`src/rtl/uep_pkg.sv`:
```
package uep_pkg;
    localparam int VAL_W  = 7;
    localparam int LOG_W  = 11;
    localparam int SCHEME_FULL = 0;
    localparam int SCHEME_TOP2 = 1;

    typedef logic [VAL_W-1:0] llr_t;
    typedef logic [LOG_W-1:0] lword_t;

    typedef enum logic [1:0] {
        CAND_DEF  = 2'b00,
        CAND_HI   = 2'b01,
        CAND_LO   = 2'b10,
        CAND_BOTH = 2'b11
    } cand_e;

    typedef struct packed {
        llr_t value;
        logic l1_fix;
        logic l2_err;
        logic l3_null;
    } rd_res_t;

    function automatic int phys_w(input int scheme);
        return (scheme == SCHEME_FULL) ? 11 : 8;
    endfunction

    function automatic lword_t pack_full(input llr_t v);
        lword_t w;
        w        = '0;
        w[1:0]   = v[1:0];
        w[3:2]   = v[3:2];
        w[4]     = v[3] ^ v[2];
        w[5]     = v[4];
        w[6]     = v[5];
        w[7]     = v[5] ^ v[4];
        w[10:8]  = {3{v[6]}};
        return w;
    endfunction

    function automatic lword_t pack_top2(input llr_t v);
        lword_t w;
        w      = '0;
        w[4:0] = v[4:0];
        w[5]   = v[5];
        w[6]   = v[6];
        w[7]   = v[6] ^ v[5];
        return w;
    endfunction

    function automatic llr_t apply_cand(input llr_t v, input int hi, input int lo, input cand_e sel);
        llr_t r;
        r = v;
        case (sel)
            CAND_LO:   r[lo] = ~r[lo];
            CAND_BOTH: begin
                r[hi] = ~r[hi];
                r[lo] = ~r[lo];
            end
            default:   r[hi] = ~r[hi];
        endcase
        return r;
    endfunction

    function automatic rd_res_t unpack_full(input lword_t w, input cand_e sel);
        rd_res_t res;
        logic a, b, c, perr, nerr;
        a = w[8];
        b = w[9];
        c = w[10];
        res.value[6] = (a & b) | (a & c) | (b & c);
        res.l1_fix   = !((a == b) && (b == c));
        res.value[5] = w[6];
        res.value[4] = w[5];
        perr         = w[5] ^ w[6] ^ w[7];
        nerr         = w[2] ^ w[3] ^ w[4];
        res.value[3:2] = nerr ? 2'b00 : w[3:2];
        res.value[1:0] = w[1:0];
        if (perr) res.value = apply_cand(res.value, 5, 4, sel);
        res.l2_err  = perr;
        res.l3_null = nerr;
        return res;
    endfunction

    function automatic rd_res_t unpack_top2(input lword_t w, input cand_e sel);
        rd_res_t res;
        logic perr;
        res.value[4:0] = w[4:0];
        res.value[5]   = w[5];
        res.value[6]   = w[6];
        perr           = w[5] ^ w[6] ^ w[7];
        if (perr) res.value = apply_cand(res.value, 6, 5, sel);
        res.l1_fix  = 1'b0;
        res.l2_err  = perr;
        res.l3_null = 1'b0;
        return res;
    endfunction
endpackage

```
`src/rtl/uep_scrambler.sv`:
```
module uep_scrambler #(
    parameter int PW     = 11,
    parameter int STRIDE = 3,
    parameter bit UNDO   = 1'b0
) (
    input  logic [PW-1:0] din,
    output logic [PW-1:0] dout
);
    for (genvar l = 0; l < PW; l++) begin : g_bit
        localparam int POS = (l * STRIDE) % PW;
        if (UNDO) begin : g_undo
            assign dout[l] = din[POS];
        end else begin : g_fwd
            assign dout[POS] = din[l];
        end
    end
endmodule

```
`src/rtl/uep_level_decode.sv`:
```
module uep_level_decode
    import uep_pkg::*;
#(
    parameter int SCHEME = SCHEME_FULL
) (
    input  lword_t      lw,
    input  logic [1:0]  sel,
    output rd_res_t     res
);
    if (SCHEME == SCHEME_FULL) begin : g_full
        assign res = unpack_full(lw, cand_e'(sel));
    end else begin : g_top2
        assign res = unpack_top2(lw, cand_e'(sel));
    end
endmodule

```
`src/rtl/uep_store.sv`:
```
module uep_store #(
    parameter int PW    = 11,
    parameter int DEPTH = 16,
    localparam int AW   = $clog2(DEPTH)
) (
    input  logic          clk,
    input  logic          rst,
    input  logic          wr_en,
    input  logic [AW-1:0] wr_addr,
    input  logic [PW-1:0] wr_word,
    input  logic [AW-1:0] rd_addr,
    output logic [PW-1:0] rd_word,
    input  logic          flt_en,
    input  logic          flt_stuck,
    input  logic [AW-1:0] flt_addr,
    input  logic [PW-1:0] flt_mask
);
    logic [PW-1:0] mem [DEPTH];
    logic          stuck_vld;
    logic [AW-1:0] stuck_addr;
    logic [PW-1:0] stuck_mask;
    logic [PW-1:0] flt_cur;

    assign rd_word = mem[rd_addr];
    assign flt_cur = mem[flt_addr];

    always_ff @(posedge clk) begin
        if (rst) begin
            for (int i = 0; i < DEPTH; i++) mem[i] <= '0;
            stuck_vld  <= 1'b0;
            stuck_addr <= '0;
            stuck_mask <= '0;
        end else begin
            if (wr_en) begin
                if (stuck_vld && (wr_addr == stuck_addr))
                    mem[wr_addr] <= wr_word ^ stuck_mask;
                else
                    mem[wr_addr] <= wr_word;
            end else if (flt_en) begin
                mem[flt_addr] <= flt_cur ^ flt_mask;
            end
            if (flt_en && flt_stuck) begin
                stuck_vld  <= 1'b1;
                stuck_addr <= flt_addr;
                stuck_mask <= flt_mask;
            end
        end
    end

    // a one-shot fault lands in the addressed word
    p_fault_xor_r10: assert property (@(posedge clk) disable iff (rst)
        (flt_en && !wr_en) |=> (mem[$past(flt_addr)] == ($past(flt_cur) ^ $past(flt_mask))));

    // sticky mask is re-applied on a later write
    p_stuck_rewrite_r10: assert property (@(posedge clk) disable iff (rst)
        (wr_en && stuck_vld && (wr_addr == stuck_addr)) |=>
            (mem[$past(wr_addr)] == ($past(wr_word) ^ $past(stuck_mask))));
endmodule

```
`src/rtl/uep_llr_store.sv`:
```
module uep_llr_store
    import uep_pkg::*;
#(
    parameter int SCHEME = SCHEME_FULL,
    parameter int DEPTH  = 16,
    parameter int STRIDE = 3,
    localparam int AW    = $clog2(DEPTH),
    localparam int PW    = phys_w(SCHEME)
) (
    input  logic          clk,
    input  logic          rst,
    input  logic          wr_en,
    input  logic [AW-1:0] wr_addr,
    input  logic [6:0]    wr_data,
    input  logic          rd_en,
    input  logic [AW-1:0] rd_addr,
    input  logic [1:0]    cand_sel,
    output logic          rd_valid,
    output logic [6:0]    rd_data,
    output logic          l1_corrected,
    output logic          l2_parity_err,
    output logic          l3_nulled,
    input  logic          flt_en,
    input  logic          flt_stuck,
    input  logic [AW-1:0] flt_addr,
    input  logic [PW-1:0] flt_mask
);
    lword_t        log_wr;
    lword_t        log_rd_ext;
    logic [PW-1:0] phys_wr;
    logic [PW-1:0] phys_rd;
    logic [PW-1:0] log_rd;
    rd_res_t       res;

    assign log_wr = (SCHEME == SCHEME_FULL) ? pack_full(wr_data) : pack_top2(wr_data);

    uep_scrambler #(.PW(PW), .STRIDE(STRIDE), .UNDO(1'b0)) u_scr (
        .din  (log_wr[PW-1:0]),
        .dout (phys_wr)
    );

    uep_store #(.PW(PW), .DEPTH(DEPTH)) u_mem (
        .clk       (clk),
        .rst       (rst),
        .wr_en     (wr_en),
        .wr_addr   (wr_addr),
        .wr_word   (phys_wr),
        .rd_addr   (rd_addr),
        .rd_word   (phys_rd),
        .flt_en    (flt_en),
        .flt_stuck (flt_stuck),
        .flt_addr  (flt_addr),
        .flt_mask  (flt_mask)
    );

    uep_scrambler #(.PW(PW), .STRIDE(STRIDE), .UNDO(1'b1)) u_unscr (
        .din  (phys_rd),
        .dout (log_rd)
    );

    always_comb begin
        log_rd_ext         = '0;
        log_rd_ext[PW-1:0] = log_rd;
    end

    uep_level_decode #(.SCHEME(SCHEME)) u_dec (
        .lw  (log_rd_ext),
        .sel (cand_sel),
        .res (res)
    );

    always_ff @(posedge clk) begin
        if (rst) begin
            rd_valid      <= 1'b0;
            rd_data       <= '0;
            l1_corrected  <= 1'b0;
            l2_parity_err <= 1'b0;
            l3_nulled     <= 1'b0;
        end else begin
            rd_valid      <= rd_en;
            l1_corrected  <= rd_en & res.l1_fix;
            l2_parity_err <= rd_en & res.l2_err;
            l3_nulled     <= rd_en & res.l3_null;
            if (rd_en) rd_data <= res.value;
        end
    end

    // one-cycle read latency
    p_read_latency_r2: assert property (@(posedge clk) disable iff (rst)
        rd_en |=> rd_valid);
    p_no_spurious_valid_r2: assert property (@(posedge clk) disable iff (rst)
        !rd_en |=> !rd_valid);
    p_flags_with_valid_r2: assert property (@(posedge clk) disable iff (rst)
        (l1_corrected || l2_parity_err || l3_nulled) |-> rd_valid);
    p_no_rw_clash_r2: assert property (@(posedge clk) disable iff (rst)
        !(wr_en && rd_en));
    // a cleared middle group really reads as zero
    p_l3_zeroed_r6: assert property (@(posedge clk) disable iff (rst)
        l3_nulled |-> (rd_data[3:2] == 2'b00));
    // reduced scheme never raises level 1 or level 3 events
    p_top2_quiet_r11: assert property (@(posedge clk) disable iff (rst)
        (SCHEME != SCHEME_FULL) |-> (!l1_corrected && !l3_nulled));
endmodule

```
`config.mk`:
```
export PLATFORM = sky130hd
export DESIGN_NAME = uep_llr_store
export DESIGN_NICKNAME = d
export VERILOG_FILES = /design/src/rtl/uep_pkg.sv /design/src/rtl/uep_scrambler.sv /design/src/rtl/uep_level_decode.sv /design/src/rtl/uep_store.sv /design/src/rtl/uep_llr_store.sv
export SDC_FILE = /design/constraint.sdc
export NUM_CORES = 1
export LEC_CHECK = 0
export BUFFER_PORTS_ARGS = -buffer_cell sky130_fd_sc_hd__buf_2
export CAP_MARGIN = 20
export CORE_ASPECT_RATIO = 0.9
export CORE_MARGIN = 10
export CORE_UTILIZATION = 40
export DETAILED_ROUTE_END_ITERATION = 12
export MAX_ROUTING_LAYER = met4
export SYNTH_ARGS = -nofsm -noshare
export SYNTH_HDL_FRONTEND = slang
export SYNTH_SLANG_ARGS = --single-unit
```
`constraint.sdc`:
```
create_clock -name clk -period 4.8 [get_ports clk]
set_clock_uncertainty 0.05 [all_clocks]
set_input_delay 0.96 -clock clk [delete_from_list [all_inputs] [get_ports clk]]
set_output_delay 0.96 -clock clk [all_outputs]
set_load 0.02 [all_outputs]
```
==> results of run 1 <==
-- worst max path at each step --
stage | endpoint | slack, ps | from
floorplan | rd_data[6]$_SDFFE_PP0P_ | 1440 | rd_addr[1]
global placement | u_mem.mem[2][1]$_SDFFCE_PN0P_ | 1010 | flt_addr[0]
detailed placement | u_mem.mem[3][5]$_SDFFCE_PN0P_ | 890 | flt_addr[0]
CTS | u_mem.mem[3][5]$_SDFFCE_PN0P_ | 1420 | flt_addr[0]
global route | u_mem.mem[10][5]$_SDFFCE_PN0P_ | 1250 | flt_addr[0]
finish | u_mem.mem[5][5]$_SDFFCE_PN0P_ | 1410 | flt_addr[0]
-- layer usage --
| layer | GRT usage, % | wire length, µm |
|---|---|---|
| met5 | - | 0 |
| met4 | 3.652 | 612 |
| met3 | 3.087 | 3364 |
| met2 | 29.56 | 14920 |
| met1 | 26.92 | 14020 |
-- cell type report --
class	count	area [µm²]
Fill cell	2456	14660
Sequential cell	203	5826
Multi-Input combinational cell	530	4657
Clock buffer	31	625.6
Timing Repair Buffer	93	613.1
Tap cell	354	442.9
Clock inverter	10	106.4
Inverter	7	26.28
-- cells by family (layout without fill, tap and decap cells) --
kind of cell,Yosys count,in the layout,share of synthesized area [%]
multiplexers,118,118,22.62
flip-flops,203,203,53.35
adder cells (fa/ha/maj),2,2,0.2291
AO/OA/AOI/OAI,60,60,4.011
AND/OR/NAND/NOR,323,323,13.58
buffers and inverters,79,141,4.045
XOR/XNOR,27,27,2.166
-- state kept, by name, indices dropped and copies added, names as in the netlist --
register,flops
l1_corrected,1
rd_valid,1
rd_data,7
l2_parity_err,1
u_mem.mem,176
u_mem.stuck_addr,4
u_mem.stuck_mask,11
u_mem.stuck_vld,1
l3_nulled,1
-- power by group through the flow --
stage / combinational, mW / sequential (mW) / clock (mW)
after CTS: 0.561 / 2.02 / 1.75
final: 0.562 / 2.02 / 1.74
after detailed placement: 0.558 / 2.06 / 0
after floorplan: 0.385 / 2.05 / 0
after global placement: 0.548 / 2.06 / 0
after global routing: 0.598 / 2.03 / 1.81
-- stage by stage --
step           instances  total power, mW  utilization [%]  area, µm²
3_5_place_dp        1186            2.617            42.87      11560
3_3_place_gp        1181            2.606            42.70      11510
2_1_floorplan        812            2.436                -      10920
6_report            1228            4.322            45.61      12300
5_1_grt             1228            4.443            45.61      12300
4_1_cts             1227            4.337            45.59      12290
-- worst max-delay path: cells and delay by family --
kind                      cells  cell delay (ps)
muxes                         2             1110
buffers and inverters         3              970
AOI/OAI and AO/OA             1              210
xor gates and xnor gates      1              160
and+or+nand+nor               2              150
-- cell usage in the layout (no fill, tap or decap), drive strengths merged, types with 6 or more instances in the layout --
cell type / n
a21boi: 9
a21oi: 17
and2: 6
buf: 93
clkbuf: 31
dfxtp: 27
edfxtp: 176
inv: 8
mux2i: 15
mux4: 103
nand2: 68
nand2b: 21
nor2: 153
nor3: 44
nor3b: 13
o21ai: 7
o31ai: 10
xnor2: 21
xor2: 6
==> results.yml, run 1 <==
outcome:
  status: "complete, no violations"
clocking:
  cts_max_level: 1
  clock-sinks: 203
  cts_tree: "built"
  cts_hold_buf: 0
  cts-resized-gates: 0
  clkLatencyLatePin_ps: 510
  cts_root_buffer: "clkbuf_16"
  path_clk_slew_ps: 60
  cts_buffers: 23
  clk_path_buf_depth: 3
  cts_setup_buffers: 0
routing:
  drtIter0Drc: 895
  vias_per_cell: 5.985
  drc: 0
  routedWlPerCell_um: 26.81
  ant_nets: 0
  routed_wl_mm: 32.93
  via_count: 7349
  drt-pass1-iter-count: 5
synthesis:
  netlist_area_um2: 10920
  synth.avg_cell_area_um2: 13.45
  synth_top_area_share_pct: 48.40
  synth_top_area_cell: "edfxtp_1"
  synth_async_sr_flop_share_pct: 0
  ys_seq_area_share_pct: 53.35
  ys_ff_latch: 203
  synthTopCellsByArea: "edfxtp_1 (48%), mux4_2 (21%), dfxtp_1 (5.0%), nor2_1 (4.5%), nand2_1 (2.3%)"
  synth_edf_count: 176
  synth_common_cells: "edfxtp_1 (176), nor2_1 (131), mux4_2 (103)"
  ys_types: 45
  synth_cells: 812
  ys.flop_type: "edfxtp_1"
  ys_warn_count: 0
  synth.most_common_cell: "edfxtp_1"
  synthesis.nets: 852
floorplanning:
  start_util_pct: 40.50
  die_w_um: 194.2
  dieHeight_um: 176.7
  coreArea_um2: 26960
  pin_count: 49
  std_cell_rows: 57
  die-area_um2: 34320
place:
  placement.io_buffers: 48
  dp_hpwl_mm: 21.71
  pre_cts_ws_ps: 892.8
  gp_congestion: 0.8694
finish:
  antennaDiodeCount: 0
  drive_above_1_share_pct: 29.75
  nets: 898
  syn_to_final_growth_pct: 12.62
global_routing:
  track_usage_pct: 19.32
  gr-total-overflow: 0
  grt_pass1_vias: 7264
  grt_max_degree: 47
  antenna_found_initial: 0
  grt_pass1_wl_mm: 48.51
job:
  cap_violations: 0
timing:
  max_clock_freq_mhz: 295.1
  maxSlewViolCount: 0
  slew_headroom_pct: 26.77
  final_hold_viol_count: 0
  setup_ws_ps: 1411
  rsz0062_at_grt: "no"
  setup_viol: 0
  setup-tns-final_ps: 0
  fin_hold_ws_ps: 415.7
  fin_crit_ps: 3389
  tightest_slew_ps: 1099
  period_share_pct: 70.60
critical_path:
  path_class: "in2reg"
  reg2reg_depth: 8
  crit_path_end_kind: "register"
  r2r-start: "u_mem.stuck_addr[2]$_SDFFE_PP0P_"
  cpPeakStageDelay_ps: 570
  cp_max_fo: 29
  startpoint_type: "primary input"
  slowest_stage: "mux4_2"
  required_ps: 5000
  cp_cell_sequence: "buf_4 > buf_12 > mux4_2 > mux4_2 > xnor2_1 > nand2_1 > o31ai_2 > buf_4 > nor2_1"
  cp.arrival_ps: 3590
  worst-r2r-setup-slack_ps: 2060
  regToRegEndpoint: "u_mem.mem[5][5]$_SDFFCE_PN0P_"
min_path:
  hold_path_class: "reg2reg"
  hp-start: "u_mem.stuck_mask[7]$_SDFFE_PP0P_"
  min_path_cells: 2
  hold_end: "u_mem.stuck_mask[7]$_SDFFE_PP0P_"
pwr:
  powerDensity_nw_per_um2: 351.5
  p_leak_nw: 4.388
  p_int_mw: 3.237
  pwr-share-seq_pct: 46.8
  power_frac_comb_pct: 13.0
  peakVddDrop_v: 0.0002311
  switchingPower_mw: 1.085
  switching_share_pct: 25.11
  pwr-share-clk_pct: 40.2
Note: power is estimated with default switching activity, not from simulation.
==> run 2: changes to the inputs <==
==> constraint.sdc (replaced) <==
create_clock -name clk -period 2.72 [get_ports clk]
set_clock_uncertainty 0.05 [all_clocks]
set_input_delay 0.544 -clock clk [delete_from_list [all_inputs] [get_ports clk]]
set_output_delay 0.544 -clock clk [all_outputs]
set_load 0.02 [all_outputs]
==> results.yml, run 2 (synthesis results as in run 1) <==
outcome:
  status: "complete, no violations"
floorplanning:
  start_util_pct: 40.50
  coreArea_um2: 26960
  pin_count: 49
  dieHeight_um: 176.7
  std_cell_rows: 57
  die-area_um2: 34320
  die_w_um: 194.2
clocking:
  cts_setup_buffers: 0
  path_clk_slew_ps: 60
  cts-resized-gates: 0
  clkLatencyLatePin_ps: 500
  cts_buffers: 23
  cts_max_level: 1
  clock-sinks: 203
  clk_path_buf_depth: 3
  cts_root_buffer: "clkbuf_16"
  cts_hold_buf: 0
  cts_tree: "built"
critical_path:
  r2r-start: "u_mem.mem[4][5]$_SDFFCE_PN0P_"
  cp.arrival_ps: 2600
  cp_max_fo: 19
  crit_path_end_kind: "register"
  cpPeakStageDelay_ps: 500
  path_class: "in2reg"
  reg2reg_depth: 7
  regToRegEndpoint: "u_mem.mem[2][5]$_SDFFCE_PN0P_"
  startpoint_type: "primary input"
  worst-r2r-setup-slack_ps: 340
  critical-path-top-delay-family: "multiplexers"
  slowest_stage: "mux4_2"
  cp_num_buf_inv: 4
  cp_cell_sequence: "buf_4 > buf_12 > buf_4 > mux4_2 > mux4_2 > xor2_1 > nor2_2 > buf_12 > nor3_1"
  required_ps: 2910
job:
  cap_violations: 0
global_routing:
  gr-total-overflow: 0
  grt_max_degree: 41
  grt_pass1_wl_mm: 48.35
  grt_pass1_vias: 7327
  track_usage_pct: 19.23
  antenna_found_initial: 0
min_path:
  hp-start: "flt_mask[2]"
  min_path_cells: 3
  hold_end: "u_mem.stuck_mask[2]$_SDFFE_PP0P_"
  hold_path_class: "in2reg"
timing:
  final_hold_viol_count: 0
  tightest_slew_ps: 848.9
  rsz0062_at_grt: "no"
  setup_viol: 0
  maxSlewViolCount: 0
  max_clock_freq_mhz: 414.6
  period_share_pct: 88.67
  setup_ws_ps: 308.3
  fin_crit_ps: 2412
  slew_headroom_pct: 42.92
routing:
  drc: 0
  drtIter0Drc: 801
  drt-pass1-iter-count: 4
  ant_nets: 0
  routedWlPerCell_um: 25.34
  vias_per_cell: 5.827
  via_count: 7517
  routed_wl_mm: 32.68
finish:
  nets: 960
  largest_reg_flops: 176
  instances_no_fill: 1290
  syn_to_final_growth_pct: 19.09
  drive_above_1_share_pct: 34.83
  final_cell_mix: "edfxtp_1 (176), nor2_1 (131), mux4_2 (103)"
  top_register: "u_mem.mem"
  final_common_cell: "edfxtp_1"
  antennaDiodeCount: 0
  reg_top3: "u_mem.mem: 176 flops, u_mem.stuck_mask: 11 flops, rd_data: 7 flops"
pwr:
  peakVddDrop_v: 0.0003626
  powerDensity_nw_per_um2: 607.3
  p_leak_nw: 4.785
place:
  dp_hpwl_mm: 23.06
  gp_congestion: 0.8785
  numPlacedInstances: 1249
  pre_cts_ws_ps: -207.9
  placement.io_buffers: 48
-- run 2: metal layers --
layer | GRT usage (%) | share of wire, %
met1 | 27.51 | 44
met2 | 27.84 | 45
met3 | 4.072 | 9.6
met4 | 3.652 | 1.7
met5 | - | 0
-- run 2: cell type report --
cell class / instances / area, µm²
Fill cell: 2379 / 13950
Sequential cell: 203 / 5826
Multi-Input combinational cell: 530 / 4681
Timing Repair Buffer: 155 / 1259
Clock buffer: 28 / 604.3
Tap cell: 354 / 442.9
Clock inverter: 13 / 165.2
Inverter: 7 / 26.28
-- run 2: power by group --
group | internal, mW | switching, mW
clock | 1.96 | 1.25
combinational | 0.509 | 0.614
sequential | 3.50 | 0.0627
-- run 2: metrics by stage --
stage	utilization [%]	total power [mW]	setup TNS (ps)	cell area (µm²)	hold WS (ps)
2_1_floorplan	-	4.307	-967.1	10960	390.2
3_3_place_gp	45.38	4.737	-21000	12230	401.9
3_5_place_dp	45.38	4.747	-23570	12230	405.8
4_1_cts	48.24	7.952	0	13000	239.6
5_1_grt	48.24	8.155	0	13000	252.9
6_report	48.24	7.897	0	13000	252.1
-- run 2: worst register-to-register path, cell delays in order, from the launching register on --
cell and delay, ps:
edfxtp_1 420, mux4_2 470, mux4_2 530, xnor2_1 160, nand2_1 100, o31ai_2 80, buf_4 250, nor2_1 70
-- run 2: worst max-delay path by stage --
stage | depth (start not counted) | from | endpoint
after floorplan | 9 | flt_addr[0] | u_mem.mem[0][4]$_SDFFCE_PN0P_
after global placement | 9 | flt_addr[0] | u_mem.mem[15][10]$_SDFFCE_PN0P_
after detailed placement | 9 | flt_addr[0] | u_mem.mem[1][2]$_SDFFCE_PN0P_
after CTS | 9 | flt_addr[0] | u_mem.mem[14][10]$_SDFFCE_PN0P_
after global routing | 9 | flt_addr[0] | u_mem.mem[2][5]$_SDFFCE_PN0P_
final | 9 | flt_addr[0] | u_mem.mem[14][10]$_SDFFCE_PN0P_
==> run 3: changes to the inputs <==
--- a/config.mk
+++ b/config.mk
@@ -5,6 +5,7 @@
 export SDC_FILE = /design/constraint.sdc
 export NUM_CORES = 1
 export LEC_CHECK = 0
+export ABC_AREA = 1
 export BUFFER_PORTS_ARGS = -buffer_cell sky130_fd_sc_hd__buf_2
 export CAP_MARGIN = 20
 export CORE_ASPECT_RATIO = 0.9
==> results.yml, run 3 <==
synthesis:
  synthTopCellsByArea: "edfxtp_1 (47%), nor2_1 (9.4%), o21ai_0 (8.7%), a21oi_1 (5.3%), dfxtp_1 (4.8%)"
  synth.most_common_cell: "nor2_1"
  synth_cells: 1337
  ys_warn_count: 0
  ys_ff_latch: 203
  synth.avg_cell_area_um2: 8.495
  synth_common_cells: "nor2_1 (283), o21ai_0 (197), edfxtp_1 (176)"
  synth_top_area_share_pct: 46.53
  synth_async_sr_flop_share_pct: 0
  synth_edf_count: 176
  synthesis.nets: 1377
  netlist_area_um2: 11360
  ys_seq_area_share_pct: 51.29
  synth_top_area_cell: "edfxtp_1"
  ys.flop_type: "edfxtp_1"
  ys_types: 36
critical_path:
  required_ps: 2930
  cp.arrival_ps: 2550
  crit_start: "u_mem.stuck_addr[3]$_SDFFE_PP0P_"
  path_class: "reg2reg"
  slowest_stage: "nand2_1"
  cpPeakStageDelay_ps: 400
  cp_common_cell: "nand2_1"
  crit_end: "u_mem.mem[1][1]$_SDFFCE_PN0P_"
  reg2reg_depth: 9
  worst-r2r-setup-slack_ps: 370
  crit_path_end_kind: "register"
  cp_max_fo: 16
  r2r-start: "u_mem.stuck_addr[3]$_SDFFE_PP0P_"
  regToRegEndpoint: "u_mem.mem[1][1]$_SDFFCE_PN0P_"
  startpoint_type: "register"
  cp_cell_sequence: "or2_0 > a21oi_1 > nand4_1 > nand2_1 > nand2_1 > xnor2_1 > o22ai_2 > buf_12 > nor2_1"
global_routing:
  grt_pass1_vias: 9856
  gr-total-overflow: 0
  grt_max_degree: 51
  grt_pass1_wl_mm: 61.50
  track_usage_pct: 23.08
  antenna_found_initial: 0
clocking:
  cts_root_buffer: "clkbuf_16"
  cts_buffers: 23
  clock-sinks: 203
  cts-resized-gates: 0
  clk_path_buf_depth: 3
  cts_max_level: 1
  path_clk_slew_ps: 60
  cts_hold_buf: 0
  cts_setup_buffers: 0
  clkLatencyLatePin_ps: 510
  cts_tree: "built"
timing:
  slew_headroom_pct: 56.76
  rsz0062_at_grt: "no"
  setup_viol: 0
  fin_hold_ws_ps: 292.3
  maxSlewViolCount: 0
  period_share_pct: 86.28
  max_clock_freq_mhz: 426.1
  fin_crit_ps: 2347
  final_hold_viol_count: 0
  tightest_slew_ps: 647.8
  setup-tns-final_ps: 0
pwr:
  p_total_mw: 8.094
  powerDensity_nw_per_um2: 607.3
  p_leak_nw: 5.167
  peakVddDrop_v: 0.0005271
routing:
  routedWlPerCell_um: 22.81
  via_count: 10390
  drtIter0Drc: 1262
  drc: 0
  ant_nets: 0
  vias_per_cell: 5.838
  routed_wl_mm: 40.58
  drt-pass1-iter-count: 5
finish:
  instances_no_fill: 1779
  final_cell_mix: "nor2_1 (283), o21ai_0 (197), edfxtp_1 (176)"
  syn_to_final_growth_pct: 17.35
  drive_above_1_share_pct: 15.22
  largest_reg_flops: 176
  final_common_cell: "nor2_1"
  nets: 1443
  reg_top3: "u_mem.mem: 176 flops, u_mem.stuck_mask: 11 flops, rd_data: 7 flops"
  top_register: "u_mem.mem"
  antennaDiodeCount: 0
floorplanning:
  coreArea_um2: 27940
  die-area_um2: 35550
  die_w_um: 197.6
  dieHeight_um: 179.9
  std_cell_rows: 58
  start_util_pct: 40.65
  pin_count: 49
place:
  placement.io_buffers: 48
  gp_congestion: 0.9321
  numPlacedInstances: 1738
  dp_hpwl_mm: 28.16
min_path:
  min_path_cells: 3
  hold_path_class: "in2reg"
job:
  cap_violations: 0
outcome:
  status: "complete, no violations"
[run 3: cell families (layout without fill, tap and decap cells)]
family                     count (synthesis)  count (layout)  share of synthesized area (%)
AOI/OAI and AO/OA                        409             409                          20.36
xor gates and xnor gates                  15              15                          1.157
adders and majority gates                  2               2                         0.2203
buffers and inverters                    215             297                          9.341
DFF                                      203             203                          51.29
muxes                                      1               1                         0.1983
and+or+nand+nor                          492             492                          17.44
[run 3: area by class of cell]
cell class	count	area [µm²]
clock buffers	26	586.8
clock inverters	15	157.7
fillers	2645	14610
inverters	106	400.4
multi-input cells	919	4472
flip-flops and latches	203	5826
well taps	360	450.4
repair buffers	150	1436
[run 3: worst max-delay path: cells and delay by family (launching register included)]
family	cells	cell delay [ps]
buf+inv	1	190
compound gates	2	360
flops	1	320
simple gates	5	950
xor+xnor	1	220
[run 3: worst min path at each step]
stage                                       endpoint  slack, ps                          from
detailed placement           rd_data[4]$_SDFFE_PP0P_        410       rd_data[4]$_SDFFE_PP0P_
CTS                 u_mem.stuck_mask[8]$_SDFFE_PP0P_        270                   flt_mask[8]
global route        u_mem.stuck_mask[9]$_SDFFE_PP0P_        320                   flt_mask[9]
global placement             rd_data[4]$_SDFFE_PP0P_        400       rd_data[4]$_SDFFE_PP0P_
floorplan               u_mem.stuck_vld$_SDFFE_PP0P_        390  u_mem.stuck_vld$_SDFFE_PP0P_
finish              u_mem.stuck_mask[8]$_SDFFE_PP0P_        290                   flt_mask[8]
[run 3: where the power goes]
| part | switching, mW | internal, mW | total (mW) |
|---|---|---|---|
| Combinational | 0.908 | 0.475 | 1.38 |
| Clock | 1.28 | 1.84 | 3.11 |
| Sequential | 0.0720 | 3.52 | 3.60 |
| Total | 2.26 | 5.84 | 8.09 |
[run 3: per-stage QoR]
| step | utilization, % | instance area (µm²) | setup WS, ps |
|---|---|---|---|
| 6_report | 47.71 | 13330 | 373.2 |
| 3_3_place_gp | 45.04 | 12580 | 76.75 |
| 5_1_grt | 47.71 | 13330 | 208.0 |
| 4_1_cts | 47.71 | 13330 | 436.0 |
| 3_5_place_dp | 45.04 | 12580 | 84.95 |
| 2_1_floorplan | - | 11360 | 307.5 |
[run 3: per-layer routing]
metal,vias up,GRT usage [%],wire length (µm)
li1,4746,-,-
met1,4941,31.68,17200
met2,606,34.44,18140
met3,93,2.763,3662
met4,0,8.267,1572
met5,-,-,0
